$ cat src/rtl/usb_dma_pkg.sv
package usb_dma_pkg;
  typedef enum logic {DIR_TX = 1'b0, DIR_RX = 1'b1} dir_e;

  // Direction served by a channel: lower half transmit, upper half receive.
  function automatic dir_e dir_of(input int ch, input int per_dir);
    return (ch < per_dir) ? DIR_TX : DIR_RX;
  endfunction

  // Status set rule: per-packet mode fires on each counted packet,
  // per-transfer mode only on the packet that empties the count.
  function automatic logic irq_fire(input logic mode, input logic counted, input logic last);
    return counted && (!mode || last);
  endfunction
endpackage

$ cat src/rtl/usb_dma_ch_map.sv
module usb_dma_ch_map #(
  parameter int NUM_EP = 8,
  parameter int EP_W   = 4
) (
  input  logic [EP_W-1:0]   sel,
  input  logic [NUM_EP-1:0] en_vec,
  input  logic [NUM_EP-1:0] rdy_vec,
  input  logic [NUM_EP-1:0] mode_vec,
  output logic              ch_en,
  output logic              ch_rdy,
  output logic              ch_mode
);
  always_comb begin
    ch_en   = 1'b0;
    ch_rdy  = 1'b0;
    ch_mode = 1'b0;
    for (int e = 0; e < NUM_EP; e++) begin
      if (e != 0 && sel == EP_W'(e)) begin
        ch_en   = en_vec[e];
        ch_rdy  = rdy_vec[e];
        ch_mode = mode_vec[e];
      end
    end
  end
endmodule

$ cat src/rtl/usb_dma_ch_ctr.sv
module usb_dma_ch_ctr #(
  parameter int CNT_W = 8
) (
  input  logic             clk,
  input  logic             rst_n,
  input  logic             ch_en,
  input  logic             ch_rdy,
  input  logic             ch_mode,
  input  logic             len_wr,
  input  logic [CNT_W-1:0] len_wdata,
  input  logic             pkt_done,
  output logic             req,
  output logic             irq_set,
  output logic             busy,
  output logic             evt_pkt,
  output logic             evt_last
);
  logic [CNT_W-1:0] rem_q, rem_d;

  assign busy     = (rem_q != '0);
  assign evt_pkt  = pkt_done && ch_en && busy && !len_wr;
  assign evt_last = evt_pkt && (rem_q == CNT_W'(1));
  assign irq_set  = usb_dma_pkg::irq_fire(ch_mode, evt_pkt, evt_last);

  always_comb begin
    if (len_wr)       rem_d = len_wdata;
    else if (evt_pkt) rem_d = rem_q - CNT_W'(1);
    else              rem_d = rem_q;
  end

  always_ff @(posedge clk or negedge rst_n) begin
    if (!rst_n) begin
      rem_q <= '0;
      req   <= 1'b0;
    end else begin
      rem_q <= rem_d;
      req   <= ch_en && ch_rdy && (rem_d != '0);
    end
  end
endmodule

$ cat src/rtl/usb_dma_irq_agg.sv
module usb_dma_irq_agg #(
  parameter int NCH = 6
) (
  input  logic           clk,
  input  logic           rst_n,
  input  logic [NCH-1:0] irq_set,
  input  logic [NCH-1:0] irq_clr,
  input  logic           usb_irq_in,
  output logic [NCH-1:0] stat,
  output logic           irq
);
  always_ff @(posedge clk or negedge rst_n) begin
    if (!rst_n) stat <= '0;
    else        stat <= (stat & ~irq_clr) | irq_set;
  end

  assign irq = (|stat) || usb_irq_in;
endmodule

$ cat src/rtl/usb_dma_req_ctrl.sv
module usb_dma_req_ctrl #(
  parameter int NUM_EP  = 8,
  parameter int EP_W    = 4,
  parameter int PER_DIR = 3,
  parameter int CNT_W   = 8,
  localparam int NCH    = 2 * PER_DIR
) (
  input  logic                clk,
  input  logic                rst_n,
  input  logic [NCH*EP_W-1:0] ch_ep_sel,
  input  logic [NUM_EP-1:0]   ep_dma_en_tx,
  input  logic [NUM_EP-1:0]   ep_dma_en_rx,
  input  logic [NUM_EP-1:0]   ep_irq_mode_tx,
  input  logic [NUM_EP-1:0]   ep_irq_mode_rx,
  input  logic [NUM_EP-1:0]   fifo_rdy_tx,
  input  logic [NUM_EP-1:0]   fifo_rdy_rx,
  input  logic [NCH-1:0]      len_wr,
  input  logic [CNT_W-1:0]    len_wdata,
  input  logic [NCH-1:0]      ch_pkt_done,
  input  logic [NCH-1:0]      irq_clr,
  input  logic                usb_irq_in,
  output logic [NCH-1:0]      dma_req,
  output logic [NCH-1:0]      dma_irq_stat,
  output logic                usb_irq
);
  import usb_dma_pkg::*;

  // Named per-channel events, visible to the bound checker.
  logic [NCH-1:0] ch_en, ch_rdy, ch_mode, ch_busy, ch_evt_pkt, ch_evt_last, ch_irq_set;

  for (genvar c = 0; c < NCH; c++) begin : g_ch
    if (dir_of(c, PER_DIR) == DIR_TX) begin : g_tx
      usb_dma_ch_map #(.NUM_EP(NUM_EP), .EP_W(EP_W)) map_i (
        .sel(ch_ep_sel[c*EP_W +: EP_W]), .en_vec(ep_dma_en_tx),
        .rdy_vec(fifo_rdy_tx), .mode_vec(ep_irq_mode_tx),
        .ch_en(ch_en[c]), .ch_rdy(ch_rdy[c]), .ch_mode(ch_mode[c]));
    end else begin : g_rx
      usb_dma_ch_map #(.NUM_EP(NUM_EP), .EP_W(EP_W)) map_i (
        .sel(ch_ep_sel[c*EP_W +: EP_W]), .en_vec(ep_dma_en_rx),
        .rdy_vec(fifo_rdy_rx), .mode_vec(ep_irq_mode_rx),
        .ch_en(ch_en[c]), .ch_rdy(ch_rdy[c]), .ch_mode(ch_mode[c]));
    end

    usb_dma_ch_ctr #(.CNT_W(CNT_W)) ctr_i (
      .clk(clk), .rst_n(rst_n), .ch_en(ch_en[c]), .ch_rdy(ch_rdy[c]),
      .ch_mode(ch_mode[c]), .len_wr(len_wr[c]), .len_wdata(len_wdata),
      .pkt_done(ch_pkt_done[c]), .req(dma_req[c]), .irq_set(ch_irq_set[c]),
      .busy(ch_busy[c]), .evt_pkt(ch_evt_pkt[c]), .evt_last(ch_evt_last[c]));
  end

  usb_dma_irq_agg #(.NCH(NCH)) agg_i (
    .clk(clk), .rst_n(rst_n), .irq_set(ch_irq_set), .irq_clr(irq_clr),
    .usb_irq_in(usb_irq_in), .stat(dma_irq_stat), .irq(usb_irq));
endmodule

$ cat config.mk
export PLATFORM = sky130hd
export DESIGN_NAME = usb_dma_req_ctrl
export DESIGN_NICKNAME = d
export VERILOG_FILES = /design/src/rtl/usb_dma_pkg.sv /design/src/rtl/usb_dma_ch_map.sv /design/src/rtl/usb_dma_ch_ctr.sv /design/src/rtl/usb_dma_irq_agg.sv /design/src/rtl/usb_dma_req_ctrl.sv
export SDC_FILE = /design/constraint.sdc
export NUM_CORES = 1
export LEC_CHECK = 0
export ABC_AREA = 1
export BUFFER_PORTS_ARGS = -buffer_cell sky130_fd_sc_hd__clkbuf_2
export CORE_MARGIN = 2
export CORE_UTILIZATION = 45
export DETAILED_ROUTE_END_ITERATION = 12
export PLACE_DENSITY = 0.7
export RECOVER_POWER = 25
export SYNTH_ARGS = -nofsm -noshare
export SYNTH_HDL_FRONTEND = slang
export SYNTH_SLANG_ARGS = --single-unit
$ cat constraint.sdc
create_clock -name clk -period 1.7 [get_ports clk]
set_input_delay 0.34 -clock clk [delete_from_list [all_inputs] [get_ports clk]]
set_output_delay 0.34 -clock clk [all_outputs]
set_load 0.01 [all_outputs]
==> results of run 1 <==
[sequential cells by signal, indices dropped and copies added, names as in the netlist]
| signal | cells |
|---|---|
| agg_i.stat | 6 |
| g_ch.ctr_i.rem_q | 48 |
| g_ch.ctr_i.req | 6 |
[synthesized netlist by cell type, drive strengths merged, types with 3 or more instances]
library cell / number / area (um2)
clkbuf: 8 / 30.0
buf: 16 / 108
o21a: 6 / 45.0
nand3: 101 / 533
o21ai: 31 / 159
o21bai: 8 / 60.1
nor2: 115 / 472
nand4: 61 / 433
o22ai: 9 / 56.3
ha: 18 / 225
dfrtp: 60 / 1500
a221oi: 3 / 26.3
inv: 143 / 539
nand2: 256 / 983
a21oi: 17 / 108
nor3: 20 / 135
o211ai: 3 / 22.5
clkinv: 4 / 15.0
nor4: 3 / 18.8
[worst max-delay path: stages (launching register included)]
cell and delay, ns:
dfrtp_1 0.40, inv_2 0.09, buf_4 0.13, nand3_1 0.10
inv_2 0.09, nand2_1 0.11, inv_2 0.09, nand2_1 0.08
inv_1 0.06, nand4_1 0.09, nand3_1 0.12, nand2_2 0.09
buf_4 0.14, buf_6 0.10, buf_6 0.10
[worst min path at each step]
| stage | slack [ns] | end | cells after the start | startpoint |
|---|---|---|---|---|
| 5_1_grt | 0.16 | agg_i.stat[3] | 2 | irq_clr[3] |
| 3_5_place_dp | 0.37 | g_ch[5].ctr_i.rem_q[1] | 2 | rst_n |
| 3_3_place_gp | 0.37 | g_ch[5].ctr_i.rem_q[1] | 2 | rst_n |
| 2_1_floorplan | 0.04 | agg_i.stat[0] | 0 | rst_n |
| 6_report | 0.17 | agg_i.stat[3] | 2 | irq_clr[3] |
| 4_1_cts | 0.01 | g_ch[5].ctr_i.rem_q[1] | 2 | rst_n |
[timing repair]
item,in CTS,in global routing
gates resized for setup,65,111
pin swaps,44,77
buffers inserted,25,27
cloned,1,0
setup endpoints to repair,11,15
[through the flow]
step | worst slack (ns) | area [um2] | cells | util, %
floorplan | 0.000556 | 5620 | 896 | -
CTS | -0.113 | 8410 | 1382 | 69.7
global placement | -0.310 | 7670 | 1340 | 63.6
detailed placement | -0.360 | 7670 | 1340 | 63.6
global route | -0.293 | 8910 | 1407 | 73.9
finish | -0.187 | 8910 | 1407 | 73.9
[layer usage]
metal	vias up	part of all wire, %
li1	3615	-
met1	3402	42
met2	298	49
met3	45	7.5
met4	0	2.1
met5	-	0
[where the power goes]
group	switching (mW)	internal [mW]
Combinational	1.17	1.04
Clock	0.677	1.32
Sequential	0.0875	1.56
[logic make-up after synthesis]
kind of cell	Yosys count
XOR/XNOR	3
AO/OA/AOI/OAI	85
buffers and inverters	171
adder cells (fa/ha/maj)	18
flip-flops	60
AND/OR/NAND/NOR	559
[final cells by class]
| type | count | share of cell area [%] |
|---|---|---|
| clock buffers | 12 | 2.76 |
| flip-flops and latches | 60 | 16.8 |
| multi-input cells | 666 | 43.6 |
| clock inverters | 4 | 0.814 |
| well taps | 168 | 2.36 |
| repair buffers | 350 | 27.4 |
| inverters | 147 | 6.25 |
==> impl_metrics.py, run 1 <==
metrics = {
    "sta": {
        "finClkSkew_ns": 0.00641,
        "fin_crit_ns": 1.89,
        "worst_pin_slew_ns": 1.41,
        "fin_ws_ns": -0.187,
        "hold_violations": 0,
        "final.setup.tns_ns": -0.897,
        "maxSlewHeadroom_pct": 5.92,
        "whs_ns": 0.165,
        "setup_viol": 10,
        "fmax_mhz": 530,
        "rsz0062_at_grt": "true",
        "fin_crit_sh_pct": 111,
        "slew_viol_final": 0,
    },
    "route": {
        "route.detailed.drc": 0,
        "num_vias": 7360,
        "post_drt_wl_per_cell_um": 14.5,
        "antenna_left": 0,
        "drtIter0Drc": 755,
        "drt_first_pass_iters": 5,
        "totalWireLength_um": 20500,
        "via_per_inst": 5.23,
    },
    "synthesis": {
        "synth_fp_nets": 1015,
        "synthCells": 896,
        "synth_area_mm2": 0.00559,
        "synth_compound_area_share_pct": 9.72,
        "synthArstFlopShare_pct": 100,
        "synth_cell_type_count": 47,
        "ys_seq_elements": 60,
        "synth-simple-area-share_pct": 46.5,
        "yosysSeqAreaShare_pct": 26.9,
        "yosysWarnings": 0,
        "synth_top_family_by_area": "simple AND/OR/NAND/NOR gates",
        "synth_xor_xnor_area_share_pct": 0.470,
        "synth_edf_count": 0,
        "synth_fa_ha_area_share_pct": 4.03,
        "avgSynthCellArea_um2": 6.24,
        "synth_mux_area_share_pct": 0,
        "ys.flop_type": "dfrtp_1",
    },
    "global_route": {
        "grt.overflow.total": 0,
        "antenna_found_initial": 0,
        "met1_usage_pct": 39.2,
        "busiest_layer": "met2",
        "use_met3_pct": 5.33,
        "grt_max_degree": 61,
        "grt_pass1_wl_um": 31100,
        "grt_pass1_vias": 6751,
        "grt_util_all_layers_pct": 29.4,
        "gr-usage-met2_pct": 49.4,
    },
    "setup_path": {
        "r2r-end": "g_ch[3].ctr_i.rem_q[7]",
        "cp_max_fo": 3,
        "worst-setup-path-type": "reg2reg",
        "worstPathRequired_ns": 1.94,
        "cp-endpoint": "g_ch[3].ctr_i.rem_q[7]",
        "reg2reg_depth": 14,
        "crit_path_end_kind": "register",
        "startpoint_type": "register",
        "cp_data_arrival_time_ns": 2.12,
        "rrSetupSlack_ns": -0.19,
        "startpoint": "g_ch[3].ctr_i.rem_q[1]",
        "rr_startpoint": "g_ch[3].ctr_i.rem_q[1]",
    },
    "floorplanning": {
        "die_x_um": 115,
        "core_area_mm2": 0.0121,
        "pin_count": 114,
        "start_util_pct": 46.3,
        "dieArea_mm2": 0.0133,
        "die_h_um": 115,
        "rows": 40,
    },
    "power_and_ir_drop": {
        "ir_drop_mv": 0.796,
        "p_per_area_mw_per_mm2": 656,
        "p_leak_nw": 4.71,
        "total_power_mw": 5.85,
    },
    "run_status": {
        "status": "finished with violations",
        "violations": "setup timing",
    },
    "place": {
        "gp_congestion": 0.991,
        "port_buffers": 107,
        "dp_hpwl_um": 14300,
    },
    "finish": {
        "nFillCells": 942,
        "diodes": 0,
        "drive_above_1_share_pct": 44.1,
        "final_common_cell": "nand2_1",
        "final_nets": 1353,
        "regArea_mm2": 0.00150,
        "multiInputGateArea_mm2": 0.00389,
        "area_growth_pct": 59.5,
        "final_cell_mix": "nand2_1 (225), buf_4 (222), clkbuf_2 (103)",
    },
    "min_path": {
        "hold_class": "in2reg",
    },
    "clocking": {
        "cts.path.max_buffers": 2,
        "ctsHoldBuffers": 0,
        "cts_buffers": 9,
        "clk_latency_ns": 0.34,
        "htree_levels": 3,
        "cts_tree": "yes",
        "clkSinkCount": 60,
        "clock-root-buffer": "clkbuf_16",
        "clk_pin_slew_ns": 0.06,
    },
    "job": {
        "maxCapViolCount": 0,
    },
}
Power figures use the tool's default switching activity.
==> run 2: changes to the inputs <==
==> constraint.sdc (replaced) <==
create_clock -name clk -period 1.7 [get_ports clk]
set_input_delay 0.085 -clock clk [delete_from_list [all_inputs] [get_ports clk]]
set_output_delay 0.085 -clock clk [all_outputs]
set_load 0.01 [all_outputs]
==> run 2 against run 1 <==
Net effect: the run still ends with setup timing left; final cell count is 2.6% lower; wire length is 5.7% lower; flip-flop and latch count stayed put; critical path depth is 2 lower; critical path type unchanged.
==> impl_metrics.py, run 2 (synthesized netlist as in run 1, its figures left out) <==
metrics = {
    "global_route": {
        "grt_pass1_wl_um": 29900,
        "grt_util_all_layers_pct": 27.9,
        "grt_pass1_vias": 6516,
        "grt_max_degree": 61,
        "antenna_found_initial": 0,
        "grt.overflow.total": 0,
    },
    "sta": {
        "final.setup.tns_ns": -0.431,
        "fin_crit_sh_pct": 107,
        "hold_violations": 0,
        "fin_ws_ns": -0.124,
        "rsz0062_at_grt": "true",
        "whs_ns": 0.103,
        "maxSlewHeadroom_pct": 44.4,
        "worst_pin_slew_ns": 0.834,
        "fmax_mhz": 548,
        "slew_viol_final": 0,
        "fin_crit_ns": 1.82,
        "finClkSkew_ns": 0.00730,
        "setup_viol": 7,
    },
    "setup_path": {
        "crit_family": "simple AND/OR/NAND/NOR gates",
        "cp_num_buf_inv": 1,
        "max_stage_delay_ns": 0.41,
        "worstPathRequired_ns": 1.91,
        "path_cells": "nor2_2 > nand3_2 > o21a_4 > buf_12 > nand4_1 > nand2_1 > nand3_2 > nand2_2 > nor2_1 > nand2_1 > nor2_1 > nor2_1",
        "rr_startpoint": "g_ch[0].ctr_i.rem_q[5]",
        "rrSetupSlack_ns": -0.12,
        "path_common_cell": "nor2_1",
        "critical_path.slowest_cell": "dfrtp_1",
        "r2r-end": "g_ch[0].ctr_i.req",
        "crit_path_end_kind": "register",
        "reg2reg_depth": 12,
        "cp.depth": 12,
        "startpoint_type": "register",
        "cp_data_arrival_time_ns": 2.04,
        "startpoint": "g_ch[0].ctr_i.rem_q[5]",
        "cp_max_fo": 5,
        "worst-setup-path-type": "reg2reg",
    },
    "clocking": {
        "clk_latency_ns": 0.33,
        "clk_pin_slew_ns": 0.05,
        "clkSinkCount": 60,
        "cts_buffers": 9,
        "clock-root-buffer": "clkbuf_16",
        "cts.path.max_buffers": 2,
        "cts_tree": "yes",
        "htree_levels": 3,
    },
    "power_and_ir_drop": {
        "switching_share_pct": 34.1,
        "clock_power_share_pct": 29.9,
        "comb_power_share_pct": 39.4,
        "power_switching_mw": 1.83,
        "ir_drop_mv": 0.638,
        "seqPwrFrac_pct": 30.8,
        "cellInternalPower_mw": 3.54,
        "p_per_area_mw_per_mm2": 620,
        "total_power_mw": 5.36,
        "p_leak_nw": 4.53,
    },
    "finish": {
        "fin_cells": 1371,
        "final_cell_mix": "nand2_1 (224), buf_4 (183), clkbuf_2 (107)",
        "final_nets": 1319,
        "nFillCells": 979,
        "drive_above_1_share_pct": 41.5,
        "final_area_mm2": 0.00865,
        "final_core_util_pct": 71.8,
        "final_common_cell": "nand2_1",
        "largest_reg_flops": 48,
        "multiInputGateArea_mm2": 0.00389,
        "area_growth_pct": 54.9,
        "regArea_mm2": 0.00150,
        "diodes": 0,
        "top_regs": "g_ch.ctr_i.rem_q (48), agg_i.stat (6), g_ch.ctr_i.req (6)",
        "largest-register": "g_ch.ctr_i.rem_q",
    },
    "min_path": {
        "hold_class": "in2reg",
        "whs_path_depth": 3,
        "worstHoldStart": "len_wdata[2]",
        "min_to": "g_ch[1].ctr_i.rem_q[2]",
    },
    "floorplanning": {
        "die_h_um": 115,
        "pin_count": 114,
        "start_util_pct": 46.3,
        "dieArea_mm2": 0.0133,
        "core_area_mm2": 0.0121,
        "die_x_um": 115,
        "rows": 40,
    },
    "route": {
        "num_vias": 7170,
        "route.detailed.drc": 0,
        "totalWireLength_um": 19300,
        "drtIter0Drc": 593,
        "via_per_inst": 5.23,
        "drt_first_pass_iters": 6,
        "antenna_left": 0,
        "post_drt_wl_per_cell_um": 14.1,
    },
    "run_status": {
        "status": "finished with violations",
        "violations": "setup timing",
    },
    "place": {
        "gp_congestion": 0.966,
        "placed_area_mm2": 0.00748,
        "port_buffers": 107,
        "dpl.cell_count": 1312,
        "dp_hpwl_um": 14000,
        "place_worst_setup_slack_ns": -0.217,
    },
    "job": {
        "maxCapViolCount": 0,
    },
}
run 2: cell types whose count changed in the layout (fill, tap and decap cells not counted), sizes merged, moves of 2 or more:
cell / change
bufinv: -2
dlygate4sd3: +7
buf: -44
clkinv: +2
clkbuf: +3
run 2: worst max-delay path by stage:
stage / endpoint
6_report: g_ch[0].ctr_i.req
5_1_grt: g_ch[0].ctr_i.req
3_5_place_dp: g_ch[5].ctr_i.req
2_1_floorplan: g_ch[0].ctr_i.req
3_3_place_gp: g_ch[5].ctr_i.req
4_1_cts: g_ch[5].ctr_i.req
run 2: area by class of cell:
type                            count  area share, %
Multi-Input combinational cell    665           45.0
Timing Repair Buffer              317           25.8
Sequential cell                    60           17.3
Inverter                          147           6.43
Clock buffer                       11           2.80
Tap cell                          168           2.43
Clock inverter                      3          0.173
run 2: layer usage:
layer	routed length, um	global-route usage [%]
met5	0	0
met4	345	6.10
met3	1360	4.29
met2	9420	47.4
met1	8170	37.6
run 2: tightest hold or removal path: stages:
cell      delay, ns
clkbuf_2       0.14
nand2_1        0.10
nand2_1        0.06
run 2: repair_timing:
item,CTS,global route
hold buffers,7,0
resized for setup,86,78
gates cloned,1,0
endpoints found under the hold margin,66,0
pin swaps,58,100
buffers inserted,20,20
endpoints found under the setup margin,7,12
run 2: power groups by stage:
stage | Sequential [mW] | Clock (mW) | Combinational [mW]
floorplan | 1.67 | 0 | 0.802
global placement | 1.65 | 0 | 1.68
detailed placement | 1.65 | 0 | 1.70
CTS | 1.64 | 1.63 | 1.89
global route | 1.66 | 1.70 | 2.31
finish | 1.65 | 1.60 | 2.11
